File: src/rtl/flash_cmd_ctrl.sv
module flash_cmd_ctrl #(
  parameter int ADDR_W = 20,
  parameter int BLK_BITS = 4,
  parameter int BUSY_CYCLES = 8,
  parameter logic [7:0] MFR_CODE = 8'h5A,
  parameter logic [7:0] DEV_CODE = 8'hA6
) (
  input  logic              clk,
  input  logic              rst_n,
  input  logic              ce_n,
  input  logic              we_n,
  input  logic              oe_n,
  input  logic [ADDR_W-1:0] addr,
  input  logic [7:0]        din,
  input  logic              vpp_high,
  output logic [7:0]        dout
);
  localparam int NBLK = 1 << BLK_BITS;
  localparam int OFS_W = ADDR_W - BLK_BITS;
  localparam int CNT_W = $clog2(BUSY_CYCLES + 1);
  localparam logic [CNT_W-1:0] BUSY_LD = CNT_W'(BUSY_CYCLES);

  typedef enum logic [1:0] {M_ARRAY, M_ID, M_STAT} mode_t;
  typedef enum logic [1:0] {P_IDLE, P_ERASE, P_WRITE, P_LOCK} phase_t;

  mode_t mode_q;
  phase_t phase_q;
  logic act_q;
  logic [BLK_BITS-1:0] blk_s;
  logic [7:0] d_s;
  logic [NBLK-1:0] lock_q;
  logic master_q;
  logic ers_q, wr_q, vpe_q;
  logic [CNT_W-1:0] cnt_q;

  wire act = !we_n && !ce_n;
  wire ready = (cnt_q == '0);
  wire take = act_q && !act && ready;
  wire blk_locked = lock_q[blk_s];

  always_ff @(posedge clk or negedge rst_n) begin
    if (!rst_n) begin
      act_q <= 1'b0;
      blk_s <= '0;
      d_s <= '0;
      mode_q <= M_ARRAY;
      phase_q <= P_IDLE;
      lock_q <= '0;
      master_q <= 1'b0;
      ers_q <= 1'b0;
      wr_q <= 1'b0;
      vpe_q <= 1'b0;
      cnt_q <= '0;
    end else begin
      act_q <= act;
      if (act) begin
        blk_s <= addr[ADDR_W-1 -: BLK_BITS];
        d_s <= din;
      end
      if (!ready) cnt_q <= cnt_q - 1'b1;
      if (take) begin
        case (phase_q)
          P_IDLE: begin
            case (d_s)
              8'hFF: mode_q <= M_ARRAY;
              8'h90: mode_q <= M_ID;
              8'h70: mode_q <= M_STAT;
              8'h50: begin
                ers_q <= 1'b0;
                wr_q <= 1'b0;
                vpe_q <= 1'b0;
              end
              8'h20: begin
                phase_q <= P_ERASE;
                mode_q <= M_STAT;
              end
              8'h40: begin
                phase_q <= P_WRITE;
                mode_q <= M_STAT;
              end
              8'h60: begin
                phase_q <= P_LOCK;
                mode_q <= M_STAT;
              end
              default: ;
            endcase
          end
          P_ERASE: begin
            phase_q <= P_IDLE;
            if (d_s != 8'hD0) begin
              ers_q <= 1'b1;
              wr_q <= 1'b1;
            end else if (!vpp_high) begin
              vpe_q <= 1'b1;
              ers_q <= 1'b1;
            end else if (blk_locked) ers_q <= 1'b1;
            else cnt_q <= BUSY_LD;
          end
          P_WRITE: begin
            phase_q <= P_IDLE;
            if (!vpp_high) begin
              vpe_q <= 1'b1;
              wr_q <= 1'b1;
            end else if (blk_locked) wr_q <= 1'b1;
            else cnt_q <= BUSY_LD;
          end
          default: begin
            phase_q <= P_IDLE;
            case (d_s)
              8'h01: begin
                if (!vpp_high) begin
                  vpe_q <= 1'b1;
                  wr_q <= 1'b1;
                end else if (master_q) wr_q <= 1'b1;
                else begin
                  lock_q[blk_s] <= 1'b1;
                  cnt_q <= BUSY_LD;
                end
              end
              8'hF1: begin
                if (!vpp_high) begin
                  vpe_q <= 1'b1;
                  wr_q <= 1'b1;
                end else begin
                  master_q <= 1'b1;
                  cnt_q <= BUSY_LD;
                end
              end
              8'hD0: begin
                if (!vpp_high) begin
                  vpe_q <= 1'b1;
                  ers_q <= 1'b1;
                end else if (master_q) ers_q <= 1'b1;
                else begin
                  lock_q <= '0;
                  cnt_q <= BUSY_LD;
                end
              end
              default: begin
                ers_q <= 1'b1;
                wr_q <= 1'b1;
              end
            endcase
          end
        endcase
      end
    end
  end

  wire [BLK_BITS-1:0] rd_blk = addr[ADDR_W-1 -: BLK_BITS];
  wire [OFS_W-1:0] rd_ofs = addr[OFS_W-1:0];
  logic [7:0] id_val, rd_val;

  always_comb begin
    id_val = 8'h00;
    if (rd_ofs == OFS_W'(2)) id_val = {7'b0, lock_q[rd_blk]};
    else if (rd_blk == '0) begin
      case (rd_ofs)
        OFS_W'(0): id_val = MFR_CODE;
        OFS_W'(1): id_val = DEV_CODE;
        OFS_W'(3): id_val = {7'b0, master_q};
        default:   id_val = 8'h00;
      endcase
    end
  end

  always_comb begin
    case (mode_q)
      M_ID:    rd_val = id_val;
      M_STAT:  rd_val = {ready, 1'b0, ers_q, wr_q, vpe_q, 3'b000};
      default: rd_val = 8'hFF;
    endcase
  end

  assign dout = (!oe_n && !ce_n) ? rd_val : 8'h00;
endmodule


File: config.mk
export PLATFORM = sky130hd
export DESIGN_NAME = flash_cmd_ctrl
export DESIGN_NICKNAME = d
export VERILOG_FILES = /design/src/rtl/flash_cmd_ctrl.sv
export SDC_FILE = /design/constraint.sdc
export NUM_CORES = 1
export LEC_CHECK = 0
export ABC_AREA = 0
export BUFFER_PORTS_ARGS = -buffer_cell sky130_fd_sc_hd__clkbuf_2
export CORE_ASPECT_RATIO = 0.7
export CORE_MARGIN = 3
export CORE_UTILIZATION = 40
export CTS_CLUSTER_DIAMETER = 30
export DETAILED_ROUTE_END_ITERATION = 8
export GPL_TIMING_DRIVEN = 0
export HOLD_SLACK_MARGIN = 0.15
export PLACE_DENSITY = 0.72
export SYNTH_ARGS = -nofsm -noshare
export SYNTH_HDL_FRONTEND = slang
export SYNTH_SLANG_ARGS = --single-unit
export TNS_END_PERCENT = 5
File: constraint.sdc
create_clock -name clk -period 3.3 [get_ports clk]
set_input_delay 0 -clock clk [delete_from_list [all_inputs] [get_ports clk]]
set_output_delay 0 -clock clk [all_outputs]
set_load 0.05 [all_outputs]
==> impl_metrics.csv <==
group,metric,value,unit
yosys,ys_seq_area_share,39.1,%
finish,fillers,573,
sta,drv_slew,0,
floorplanning,die_h,73.8,µm
yosys,synth-edff-count,0,
critical_path,critPathMaxFanout,7,
detailed_routing,drc_errors,0,
yosys,synth-simple-area-share,22.8,%
clocking,htree_levels,2,
flow_run,maxCapViolCount,0,
detailed_routing,vias_per_cell,5.86,
min_path,min_path_cells,3,
sta,tightest_slew,1030,ps
yosys,yosysWarnings,0,
critical_path,end_kind,"flip-flop",
floorplanning,coreArea,6310,µm²
yosys,synth_top_area_cell,"dfrtp_1",
sta,min_period,2670,ps
global_route,grt_max_degree,42,
finish,antennaDiodeCount,0,
critical_path,r2r_end,"lock_q[8]$_DFFE_PN0P_",
yosys,syn_inst,277,
global_route,groute.usage.overall,18.3,%
yosys,synth_top_family_by_area,"simple AND/OR/NAND/NOR gates",
run_status,status,"finished clean",
min_path,hp-start,"we_n",
critical_path,crit_type,"reg -> reg",
critical_path,critPathLaunchType,"flip-flop",
power_and_ir_drop,power.density,473,nW/µm²
finish,final_nets,378,
yosys,ys_ff_latch,41,
sta,max_freq,374,MHz
placed_design,gp_congestion,0.961,
sta,finClkSkew,11.7,ps
critical_path,reg2reg_slack,630,ps
detailed_routing,drt-pass1-iter-count,4,
sta,setup_viol,0,
yosys,synth_xor_area_share,0,%
yosys,synth_common_cells,"41 x dfrtp_1, 25 x nand2_1, 19 x a21oi_1, 19 x inv_1, 17 x o21ai_0",
min_path,worstHoldEndpoint,"d_s[2]$_DFFE_PN0P_",
clocking,clk_path_buf_depth,2,
min_path,holdCritPathClass,"in -> reg",
global_route,met1_usage,28.8,%
placed_design,dp_hpwl,4860,µm
yosys,avgSynthCellArea,9.48,µm²
global_route,globalRouteMet3Util,3.80,%
global_route,use_met2,24.6,%
clocking,clk_pin_slew_worst_paths,90,ps
sta,post-route-period-util,80.9,%
power_and_ir_drop,p_total,1.48,mW
yosys,synth_nets,318,
detailed_routing,post_drt_wl_per_cell,15.9,µm
finish,syn2layout_area_growth,19.6,%
global_route,grt_overflow,0,
floorplanning,die_x,103,µm
yosys,syn_area,2630,µm²
critical_path,r2r-start,"cnt_q[0]$_DFF_PN0_",
finish,drive_gt1_share,26.9,%
global_route,grt_pass1_wl,10700,µm
clocking,clock-sinks,41,
clocking,cts_tree,"yes",
global_route,antenna_found_initial,0,
power_and_ir_drop,power_leakage,1.35,nW
yosys,synthFlopType,"dfrtp_1",
yosys,netlist_top_cells_area,"dfrtp_1 39%, mux2_2 5.1%, mux4_2 5.1%",
yosys,synthArstFlopShare,100,%
yosys,synth_compound_gate_area_share,16.3,%
critical_path,critical_path_required,3540,ps
clocking,cts_made_buffers,5,
critical_path,worst-r2r-cell-count,9,
yosys,synth-adder-area-share,3.34,%
yosys,yosysMostFrequentCell,"dfrtp_1",
clocking,worst_skew_pair.late_latency,300,ps
finish,fin_area,3140,µm²
floorplanning,rows,24,
sta,fin_setup_tns,0,ps
power_and_ir_drop,ir_drop,0.243,mV
detailed_routing,ant_nets,0,
floorplanning,initial_core_util,41.6,%
placed_design,port_buffers,40,
detailed_routing,via_count,2439,
global_route,grt_pass1_vias,2177,
sta,rsz0062_at_grt,"no",
yosys,yosysTopAreaCellShare,39.1,%
sta,slew_headroom,31.5,%
detailed_routing,drtIter0Drc,202,
floorplanning,ios,42,
placed_design,place_area,2920,µm²
global_route,grt.busiest_layer,"met1",
clocking,clk_root_buffer_cell,"clkbuf_8",
detailed_routing,wl,6620,µm
yosys,synthMuxAreaShare,12.2,%
critical_path,arrival,2910,ps
floorplanning,dieArea,7590,µm²
yosys,ys_types,54,
sta,hold_viol_final,0,
-- placed cells by master, fill, tap and decap left out, types with 2 or more instances in the layout --
cell type,instances
buf_2,4
mux2i_1,5
o21a_1,8
a21oi_1,19
clkbuf_1,6
clkbuf_8,5
nand4_1,4
clkinv_2,2
or3_4,2
nor4_1,7
dlygate4sd3_1,13
mux2_2,12
buf_1,3
or2_2,3
o21ai_0,17
nand2_2,2
ha_1,7
nand3b_1,2
o22ai_1,5
or4_1,5
nor4b_1,3
nor3_1,9
nand2_1,25
nand2b_1,4
o2111ai_1,3
o31ai_2,2
nor2_1,16
buf_6,2
nand3_1,7
a31oi_1,3
a311oi_1,2
mux4_2,6
clkbuf_2,40
inv_1,19
nand3_2,2
dfrtp_1,41
-- layer usage --
layer | vias to the layer above | wire (µm)
met2 | 121 | 2660
met5 | - | 0
met4 | 0 | 109
li1 | 1141 | -
met3 | 8 | 570
met1 | 1169 | 3280
-- final cells by class --
type,count,area (µm²),share of cell area [%]
well taps,78,97.6,3.11
repair buffers,53,330,10.5
inverters,19,71.3,2.27
flip-flops and latches,41,1030,32.7
clock inverters,3,17.5,0.558
clock buffers,5,68.8,2.19
plain buffers,16,91.3,2.91
multi-input cells,201,1440,45.8
-- where the power goes --
part           switching (mW)  total [mW]  internal (mW)
clock network           0.187       0.333          0.146
logic                   0.317       0.518          0.201
registers              0.0573       0.633          0.576
-- how the worst max path moves through the flow --
stage	from	endpoint	slack, ps	cells after the start
after global placement	cnt_q[0]$_DFF_PN0_	lock_q[8]$_DFFE_PN0P_	710	9
after global routing	cnt_q[0]$_DFF_PN0_	lock_q[8]$_DFFE_PN0P_	470	9
final	cnt_q[0]$_DFF_PN0_	lock_q[8]$_DFFE_PN0P_	630	9
after floorplan	cnt_q[0]$_DFF_PN0_	lock_q[8]$_DFFE_PN0P_	1000	9
after detailed placement	cnt_q[0]$_DFF_PN0_	lock_q[8]$_DFFE_PN0P_	680	9
after CTS	cnt_q[0]$_DFF_PN0_	lock_q[8]$_DFFE_PN0P_	660	9
-- critical path, cell delays in order (launching register included) --
cell      delay, ps
dfrtp_1         400
inv_1            80
ha_1            200
nor3b_4         350
nand4b_1        210
or4_1           540
clkbuf_1        200
or3_4           390
nor3_2          120
o21a_1          120
-- sequential cells by signal (all words and copies together) (netlist names), 2 cells and up --
register and cells:
lock_q 16, d_s 8, blk_s 4, mode_q 2, cnt_q 4, phase_q 2
-- through the flow --
| step | utilization, % | hold WS, ps | worst slack (ps) | cells |
|---|---|---|---|---|
| 2_1_floorplan | - | -296 | 1000 | 277 |
| 6_report | 49.8 | 186 | 629 | 416 |
| 3_5_place_dp | 46.3 | 221 | 683 | 395 |
| 3_3_place_gp | 46.3 | 215 | 711 | 395 |
| 5_1_grt | 49.8 | 203 | 474 | 416 |
| 4_1_cts | 49.8 | 180 | 656 | 416 |
-- cell families after synthesis --
family / Yosys count
simple gates: 104
flops: 41
mux: 23
buf+inv: 35
compound gates: 67
fa+ha+maj: 7
-- repair_timing --
| item | in CTS | in global routing |
|---|---|---|
| resized for setup | 0 | 0 |
| setup buffers | 0 | 0 |
| hold buffers | 13 | 0 |
| endpoints found under the hold margin | 54 | 0 |
(Power assumes the default switching activity.)
